## config.mk

```make
export PLATFORM = sky130hd
export DESIGN_NAME = acc_win_reg
export DESIGN_NICKNAME = d
export VERILOG_FILES = /design/src/rtl/acc_win_pkg.sv /design/src/rtl/acc_win_decode.sv /design/src/rtl/acc_win_hold.sv /design/src/rtl/acc_win_accum.sv /design/src/rtl/acc_win_reg.sv
export SDC_FILE = /design/constraint.sdc
export NUM_CORES = 1
export LEC_CHECK = 0
export BUFFER_PORTS_ARGS = -buffer_cell sky130_fd_sc_hd__buf_2
export CORE_MARGIN = 2
export CORE_UTILIZATION = 60
export CTS_CLUSTER_SIZE = 24
export DETAILED_ROUTE_END_ITERATION = 16
export HOLD_SLACK_MARGIN = 0.08
export PLACE_DENSITY = 0.88
export SETUP_SLACK_MARGIN = 0.02
export SKIP_CTS_REPAIR_TIMING = 1
export SYNTH_ARGS = -nofsm -noshare
export SYNTH_HDL_FRONTEND = slang
export SYNTH_HIERARCHICAL = 1
export SYNTH_SLANG_ARGS = --single-unit
```

## constraint.sdc

```tcl
create_clock -name clk_i -period 5.57 [get_ports clk_i]
set_clock_uncertainty 0.1 [all_clocks]
set_input_delay 0.8355 -clock clk_i [delete_from_list [all_inputs] [get_ports clk_i]]
set_output_delay 0.8355 -clock clk_i [all_outputs]
set_load 0.05 [all_outputs]
```

## src/rtl/acc_win_pkg.sv

```systemverilog
package acc_win_pkg;

    // One-hot-or-none decoded bus operation for the window registers
    typedef struct packed {
        logic rd_lo;
        logic rd_hi;
        logic wr_lo;
        logic wr_hi;
    } bus_op_t;

endpackage

```

## src/rtl/acc_win_decode.sv

```systemverilog
module acc_win_decode
    import acc_win_pkg::*;
#(
    parameter int unsigned             ADDR_W  = 8,
    parameter logic [ADDR_W-1:0]       LO_ADDR = 8'h5E,
    parameter logic [ADDR_W-1:0]       HI_ADDR = 8'h5F
) (
    input  logic              rd_i,
    input  logic              wr_i,
    input  logic [ADDR_W-1:0] addr_i,
    output bus_op_t           op_o
);

    logic hit_lo;
    logic hit_hi;

    always_comb begin
        hit_lo      = (addr_i == LO_ADDR);
        hit_hi      = (addr_i == HI_ADDR);
        op_o        = '0;
        op_o.rd_lo  = rd_i & hit_lo;
        op_o.rd_hi  = rd_i & hit_hi;
        op_o.wr_lo  = wr_i & hit_lo;
        op_o.wr_hi  = wr_i & hit_hi;
    end

endmodule

```

## src/rtl/acc_win_hold.sv

```systemverilog
module acc_win_hold
    import acc_win_pkg::*;
#(
    parameter int unsigned DATA_W = 8
) (
    input  logic              clk_i,
    input  logic              rst_i,
    input  bus_op_t           op_i,
    input  logic [DATA_W-1:0] wdata_i,
    input  logic [DATA_W-1:0] live_lo_i,
    input  logic [DATA_W-1:0] live_hi_i,
    input  logic              ext_cap_i,
    input  logic [DATA_W-1:0] ext_byte_i,
    output logic [DATA_W-1:0] rdata_o,
    output logic [DATA_W-1:0] snap_o,
    output logic [DATA_W-1:0] stage_o
);

    typedef struct packed {
        logic [DATA_W-1:0] rdata;
        logic [DATA_W-1:0] snap;
        logic [DATA_W-1:0] stage;
    } hold_st_t;

    hold_st_t st_d;
    hold_st_t st_q;

    always_comb begin
        st_d = st_q;
        // Holding byte: own low read takes priority over a foreign capture
        if (op_i.rd_lo) begin
            st_d.snap  = live_hi_i;
            st_d.rdata = live_lo_i;
        end else if (ext_cap_i) begin
            st_d.snap  = ext_byte_i;
        end
        if (op_i.rd_hi) begin
            st_d.rdata = st_q.snap;
        end
        if (op_i.wr_lo) begin
            st_d.stage = wdata_i;
        end
    end

    always_ff @(posedge clk_i) begin
        if (rst_i) begin
            st_q <= '0;
        end else begin
            st_q <= st_d;
        end
    end

    assign rdata_o = st_q.rdata;
    assign snap_o  = st_q.snap;
    assign stage_o = st_q.stage;

endmodule

```

## src/rtl/acc_win_accum.sv

```systemverilog
module acc_win_accum #(
    parameter int unsigned ACC_W = 31,
    parameter int unsigned WIN_W = 16,
    parameter int unsigned IN_W  = 16
) (
    input  logic             clk_i,
    input  logic             rst_i,
    input  logic             commit_i,
    input  logic [WIN_W-1:0] win_i,
    input  logic             upd_i,
    input  logic [IN_W-1:0]  upd_val_i,
    output logic [ACC_W-1:0] acc_o
);

    localparam int unsigned PAD_W = ACC_W - WIN_W;

    typedef struct packed {
        logic [ACC_W-1:0] acc;
    } acc_st_t;

    acc_st_t          st_d;
    acc_st_t          st_q;
    logic [ACC_W-1:0] load_val;
    logic [ACC_W-1:0] inc_val;

    generate
        if (PAD_W > 0) begin : g_pad
            assign load_val = {win_i, {PAD_W{1'b0}}};
        end else begin : g_full
            assign load_val = win_i;
        end
    endgenerate

    assign inc_val = ACC_W'(signed'(upd_val_i));

    always_comb begin
        st_d = st_q;
        if (commit_i) begin
            st_d.acc = load_val;
        end else if (upd_i) begin
            st_d.acc = st_q.acc + inc_val;
        end
    end

    always_ff @(posedge clk_i) begin
        if (rst_i) begin
            st_q <= '0;
        end else begin
            st_q <= st_d;
        end
    end

    assign acc_o = st_q.acc;

endmodule

```

## src/rtl/acc_win_reg.sv

```systemverilog
module acc_win_reg
    import acc_win_pkg::*;
#(
    parameter int unsigned       ACC_W   = 31,
    parameter int unsigned       DATA_W  = 8,
    parameter int unsigned       IN_W    = 16,
    parameter int unsigned       ADDR_W  = 8,
    parameter logic [ADDR_W-1:0] LO_ADDR = 8'h5E,
    parameter logic [ADDR_W-1:0] HI_ADDR = 8'h5F
) (
    input  logic              clk_i,
    input  logic              rst_i,
    input  logic              rd_i,
    input  logic              wr_i,
    input  logic [ADDR_W-1:0] addr_i,
    input  logic [DATA_W-1:0] wdata_i,
    output logic [DATA_W-1:0] rdata_o,
    input  logic              upd_i,
    input  logic [IN_W-1:0]   upd_val_i,
    input  logic              ext_cap_i,
    input  logic [DATA_W-1:0] ext_byte_i,
    output logic [ACC_W-1:0]  acc_o
);

    localparam int unsigned WIN_W = 2 * DATA_W;
    localparam int unsigned LO_B  = ACC_W - WIN_W;
    localparam int unsigned HI_B  = LO_B + DATA_W;

    bus_op_t           op;
    logic [DATA_W-1:0] snap_w;
    logic [DATA_W-1:0] stage_w;
    logic [ACC_W-1:0]  acc_w;

    acc_win_decode #(
        .ADDR_W  (ADDR_W),
        .LO_ADDR (LO_ADDR),
        .HI_ADDR (HI_ADDR)
    ) u_dec (
        .rd_i   (rd_i),
        .wr_i   (wr_i),
        .addr_i (addr_i),
        .op_o   (op)
    );

    acc_win_hold #(
        .DATA_W (DATA_W)
    ) u_hold (
        .clk_i      (clk_i),
        .rst_i      (rst_i),
        .op_i       (op),
        .wdata_i    (wdata_i),
        .live_lo_i  (acc_w[LO_B +: DATA_W]),
        .live_hi_i  (acc_w[HI_B +: DATA_W]),
        .ext_cap_i  (ext_cap_i),
        .ext_byte_i (ext_byte_i),
        .rdata_o    (rdata_o),
        .snap_o     (snap_w),
        .stage_o    (stage_w)
    );

    acc_win_accum #(
        .ACC_W (ACC_W),
        .WIN_W (WIN_W),
        .IN_W  (IN_W)
    ) u_acc (
        .clk_i     (clk_i),
        .rst_i     (rst_i),
        .commit_i  (op.wr_hi),
        .win_i     ({wdata_i, stage_w}),
        .upd_i     (upd_i),
        .upd_val_i (upd_val_i),
        .acc_o     (acc_w)
    );

    assign acc_o = acc_w;

endmodule

```

==> results.py, run 1 <==
metrics = {
    "setup_path": {
        "startpoint_type": "input pin",
        "crit_path_max_incr_delay_ns": 0.35,
        "cp_data_arrival_time_ns": 3.12,
        "worstPathMaxFanout": 20,
        "setup.worst_path.end_class": "flip-flop",
        "critical_path_class": "in2reg",
        "slowest_stage": "buf_2",
        "crit_path_cell_trace": "buf_2 -> ha_1 -> a21oi_1 -> o21ai_0 -> a21oi_1 -> or3_1 -> a21oi_2 -> or3_1 -> a31o_1",
        "cp.required_ns": 5.70,
    },
    "power": {
        "leakage_nw": 2.078,
        "powerDensity_nw_per_um2": 312.0,
        "max-vdd-ir-drop_v": 0.0002052,
    },
    "floorplanning": {
        "initial_core_util_pct": 61.44,
        "dieHeight_microns": 87.18,
        "core_region_area_sq_um": 6756,
        "ioPinCount": 85,
        "rows": 30,
        "die_x_microns": 87.18,
        "dieArea_sq_um": 7600,
    },
    "drt": {
        "drc": 0,
        "wl_mm": 11.72,
        "vias": 4206,
        "wl_per_cell_microns": 17.78,
        "vias_per_cell": 6.382,
        "drt_iter0_drc": 339,
        "ant_nets": 0,
        "dr.pass1.iters": 6,
    },
    "final_layout": {
        "nets": 655,
        "antenna_cells": 0,
        "fin_area_sq_um": 4668,
        "area_growth_pct": 12.45,
        "fin_cells": 659,
        "final_layout_size_suffix_gt1_share_pct": 19.69,
    },
    "run_status": {
        "outcome": "finished clean",
    },
    "sta": {
        "slew_viol_final": 0,
        "setup_violations": 0,
        "maxSlewHeadroom_pct": 46.15,
        "hold_viol": 0,
        "worst_pin_slew_ns": 0.8078,
        "max_freq_mhz": 334.6,
        "rsz0062_at_grt": "false",
        "finalHoldWorstSlack_ns": 0.3995,
        "fin_tns_setup_ns": 0,
        "period_needed_ns": 2.989,
        "min_period_over_period_pct": 53.66,
    },
    "logic_synthesis": {
        "synthTopCellsByArea": "dfxtp_1 27%, mux2i_1 9.2%, ha_1 9.0%",
        "synth_edf_count": 0,
        "yosysWarnings": 6,
        "synthTopCellsByCount": "56 x a21oi_1, 55 x dfxtp_1, 49 x nor2_1",
        "synth.cell_area_sq_um": 4151,
        "synth_top_area_share_pct": 26.52,
        "synth_cells": 512,
        "synth_nets": 589,
        "synth_seq_cells": 55,
        "synth_top_area_cell": "dfxtp_1",
        "yosysSeqAreaShare_pct": 26.52,
        "synth-main-ff-cell": "dfxtp_1",
        "yosysUniqueCellTypes": 59,
        "yosys.cell_count.top_type": "a21oi_1",
        "synth_area_per_cell_sq_um": 8.108,
        "async_flop_share_pct": 0,
    },
    "global_route": {
        "antenna_found_initial": 0,
        "grt_pass1_wl_mm": 18.54,
        "overflow": 0,
        "grt_pass1_vias": 3895,
        "grt_max_degree": 44,
        "grt_usage_pct": 30.91,
    },
    "cts": {
        "numCtsBuffers": 5,
        "path_clk_slew_ns": 0.11,
        "htreeDepth": 2,
        "root_buffer": "clkbuf_8",
        "cts_sinks": 55,
        "cts_max_path_buffers": 2,
        "clock_latency_ns": 0.33,
        "cts_tree": "done",
    },
    "run": {
        "maxCapViolCount": 0,
    },
    "placement": {
        "dpl_cell_area_sq_um": 4566,
        "place.port_buffers": 84,
        "place.gp.congestion": 0.9607,
        "hpwlAfterDp_mm": 8.720,
        "placed_cells": 651,
    },
    "hold_path": {
        "hold_class": "reg2reg",
    },
}
==> worst paths after layout <==
check	from	endpoint	slack (ns)	cells past startpoint
max	upd_val_i[15]	u_acc/acc_o[28]	2.58	9
min	u_acc/acc_o[14]	u_acc/acc_o[14]	0.40	2
max reg2reg	u_acc/acc_o[0]	u_acc/acc_o[16]	2.94	9
min reg2reg	u_acc/acc_o[14]	u_acc/acc_o[14]	0.40	2
==> power by group <==
part	internal (mW)	switching, mW
Combinational	0.242	0.474
Clock	0.0951	0.155
Sequential	0.437	0.0530
==> worst max-delay path: cells and delay by family <==
kind,cells,cell delay [ns]
compound gates,5,1.06
fa+ha+maj,1,0.35
buf+inv,1,0.35
simple gates,2,0.52
==> registers in the layout (all words and copies together) (netlist names) <==
signal,cells
u_acc/acc_o,31
u_hold/snap_o,8
u_hold/stage_o,8
u_hold/rdata_o,8
==> through the flow <==
stage                     util [%]  worst slack, ns  total power, mW
after floorplan                  -            2.698            1.024
after global placement       67.57            2.418            1.175
after detailed placement     67.57            2.361            1.194
after CTS                    69.09            2.648            1.444
after global routing         69.09            2.456            1.538
final                        69.09            2.581            1.457
==> layer usage <==
| layer | global-route usage, % | routed length [microns] | vias to the layer above |
|---|---|---|---|
| li1 | - | - | 2010 |
| met4 | 12.87 | 463 | 0 |
| met2 | 53.85 | 5580 | 228 |
| met5 | 0 | 0 | - |
| met3 | 4.265 | 926 | 39 |
| met1 | 38.13 | 4746 | 1929 |
==> cell type report <==
class | count | area (sq um)
multi-input cells | 414 | 2865
fillers | 563 | 2088
flip-flops and latches | 55 | 1101
repair buffers | 87 | 442.9
well taps | 80 | 100.1
clock buffers | 5 | 68.82
inverters | 15 | 56.30
clock inverters | 3 | 33.78
==> kinds of logic after synthesis <==
| group | count (synthesis) | share of synthesized area (%) |
|---|---|---|
| adder cells (fa/ha/maj) | 31 | 9.524 |
| AO/OA/AOI/OAI | 158 | 25.20 |
| AND/OR/NAND/NOR | 166 | 20.46 |
| multiplexers | 38 | 9.162 |
| flip-flops | 55 | 26.52 |
| buffers and inverters | 43 | 4.701 |
| XOR/XNOR | 21 | 4.430 |
==> cells in the final DEF, fill, tap and decap left out, types with 7 or more instances in the layout <==
cell,n
buf_2,84
a21oi_1,56
dfxtp_1,55
nor2_1,49
mux2i_1,38
nand2_1,34
ha_1,30
a211oi_1,21
nor2b_1,18
o21ai_0,17
inv_1,15
a21o_1,11
nand3_1,11
xor2_1,11
xnor2_1,10
nand4_1,10
nor3b_1,9
nand2b_1,7
nor3_1,7
o22ai_1,7
No activity file was read; power rests on OpenSTA's default activity.
==> inputs of run 2 (changes only) <==
CORE_UTILIZATION = 56   (was 60)
PLACE_DENSITY = 0.83   (was 0.88)
clock period = 3.1 ns   (was 5.57 ns; I/O delays follow)
==> run 2 against run 1 <==
Total power up 78%. Clock power is 73% higher. Register-to-register slack got worse by 2.5 ns. Flip-flop and latch count did not move. Critical path type is now reg2reg. Largest cell class unchanged. Final area rose by 1.3%. Via count down 1.1%. Combinational power grew 79%.
==> results.py, run 2 (synthesis results as in run 1) <==
metrics = {
    "run_status": {
        "outcome": "finished clean",
    },
    "drt": {
        "vias_per_cell": 6.097,
        "ant_nets": 0,
        "vias": 4158,
        "drc": 0,
        "drt_iter0_drc": 320,
        "wl_per_cell_microns": 17.09,
        "dr.pass1.iters": 5,
        "wl_mm": 11.65,
    },
    "sta": {
        "setup_violations": 0,
        "worst_pin_slew_ns": 0.6633,
        "slew_viol_final": 0,
        "max_freq_mhz": 380.5,
        "period_needed_ns": 2.628,
        "fin_tns_setup_ns": 0,
        "hold_viol": 0,
        "rsz0062_at_grt": "false",
        "min_period_over_period_pct": 84.78,
        "maxSlewHeadroom_pct": 55.62,
    },
    "global_route": {
        "grt_max_degree": 36,
        "antenna_found_initial": 0,
        "grt_pass1_wl_mm": 18.89,
        "grt_pass1_vias": 3892,
        "overflow": 0,
        "grt_usage_pct": 28.00,
    },
    "final_layout": {
        "final_cell_mix": "84 x buf_2, 56 x a21oi_1, 55 x dfxtp_1",
        "multi_input_comb_area_sq_um": 2865,
        "layout.area.seq_sq_um": 1101,
        "antenna_cells": 0,
        "nets": 659,
        "fin_area_sq_um": 4731,
        "area_growth_pct": 13.95,
        "fin_util_pct": 65.57,
        "final_common_cell": "buf_2",
        "final_layout_size_suffix_gt1_share_pct": 20.24,
        "fill_cells": 651,
        "largest_reg_flops": 31,
    },
    "power": {
        "combPwrFrac_pct": 49.5,
        "leakage_nw": 2.096,
        "powerDensity_nw_per_um2": 547.1,
        "internal_power_mw": 1.406,
        "p_sw_share_pct": 45.70,
        "power_frac_clock_pct": 16.8,
        "power_frac_seq_pct": 33.8,
        "max-vdd-ir-drop_v": 0.0002974,
        "p_sw_mw": 1.183,
    },
    "cts": {
        "cts_sinks": 55,
        "htreeDepth": 2,
        "cts_max_path_buffers": 2,
        "numCtsBuffers": 5,
        "clock_latency_ns": 0.31,
        "path_clk_slew_ns": 0.10,
        "root_buffer": "clkbuf_8",
        "cts_tree": "done",
    },
    "setup_path": {
        "worstPathMaxFanout": 5,
        "critical_path_class": "reg2reg",
        "setup.worst_path.end_class": "flip-flop",
        "startpoint_type": "flip-flop",
        "cp.required_ns": 3.22,
        "cp_data_arrival_time_ns": 2.75,
    },
    "floorplanning": {
        "die_x_microns": 90.10,
        "ioPinCount": 85,
        "initial_core_util_pct": 57.54,
        "dieArea_sq_um": 8118,
        "dieHeight_microns": 90.10,
        "rows": 31,
        "core_region_area_sq_um": 7214,
    },
    "hold_path": {
        "hold_class": "in2reg",
    },
    "placement": {
        "place.port_buffers": 84,
        "place.gp.congestion": 0.9912,
        "hpwlAfterDp_mm": 9.035,
        "dpl_cell_area_sq_um": 4632,
    },
    "run": {
        "maxCapViolCount": 0,
    },
}
-- run 2: cell types whose count changed in the layout (fill, tap and decap cells not counted), sizes merged --
cell      change
clkinvlp      +1
inv           -1
clkbuf        +1
buf           +4
clkinv        -1
-- run 2: layout make-up --
cell class / count / share of cell area [%]
sequential: 55 / 23.27
clock inverter: 2 / 0.3438
multi-input combinational: 414 / 60.57
tap: 99 / 2.618
clock buffer: 6 / 1.746
inverter: 15 / 1.190
timing repair buffer: 91 / 10.26
-- run 2: critical path, stage by stage, from the launching register on --
cell and delay (ns):
dfxtp_1 0.35, ha_1 0.23, fa_1 0.42, a21oi_1 0.21, nand3b_1 0.19, a21oi_2 0.13
o211ai_4 0.25, a21oi_1 0.12, or3_1 0.34, a31o_1 0.21
-- run 2: worst paths after layout --
kind	from	slack, ns	depth (start not counted)	endpoint
setup / recovery	u_acc/acc_o[0]	0.47	9	u_acc/acc_o[16]
hold / removal	wdata_i[4]	0.31	3	u_hold/stage_o[4]
setup reg to reg	u_acc/acc_o[0]	0.47	9	u_acc/acc_o[16]
hold reg to reg	u_hold/stage_o[2]	0.41	2	u_hold/stage_o[2]
-- run 2: metrics by stage --
| stage | total power [mW] | hold slack [ns] | setup slack, ns | instances |
|---|---|---|---|---|
| 2_1_floorplan | 1.839 | 0.3604 | 0.5094 | 512 |
| 3_3_place_gp | 2.131 | 0.3772 | 0.3367 | 674 |
| 3_5_place_dp | 2.146 | 0.3839 | 0.2593 | 674 |
| 4_1_cts | 2.578 | 0.3057 | 0.4901 | 682 |
| 5_1_grt | 2.739 | 0.3173 | 0.3522 | 682 |
| 6_report | 2.588 | 0.3073 | 0.4718 | 682 |
-- run 2: power groups by stage --
stage	registers, mW	logic, mW	clock network, mW
3_3_place_gp	0.885	1.25	0
5_1_grt	0.884	1.38	0.470
3_5_place_dp	0.889	1.26	0
4_1_cts	0.872	1.27	0.440
6_report	0.874	1.28	0.434
2_1_floorplan	1.11	0.734	0
-- run 2: layer usage --
layer  share of wire [%]  global-route usage (%)  wire length, microns
met5                   0                       0                     0
met4                 2.3                   8.974                   270
met3                 6.1                   4.359                   712
met2                  48                   47.49                  5541
met1                  44                   36.52                  5127
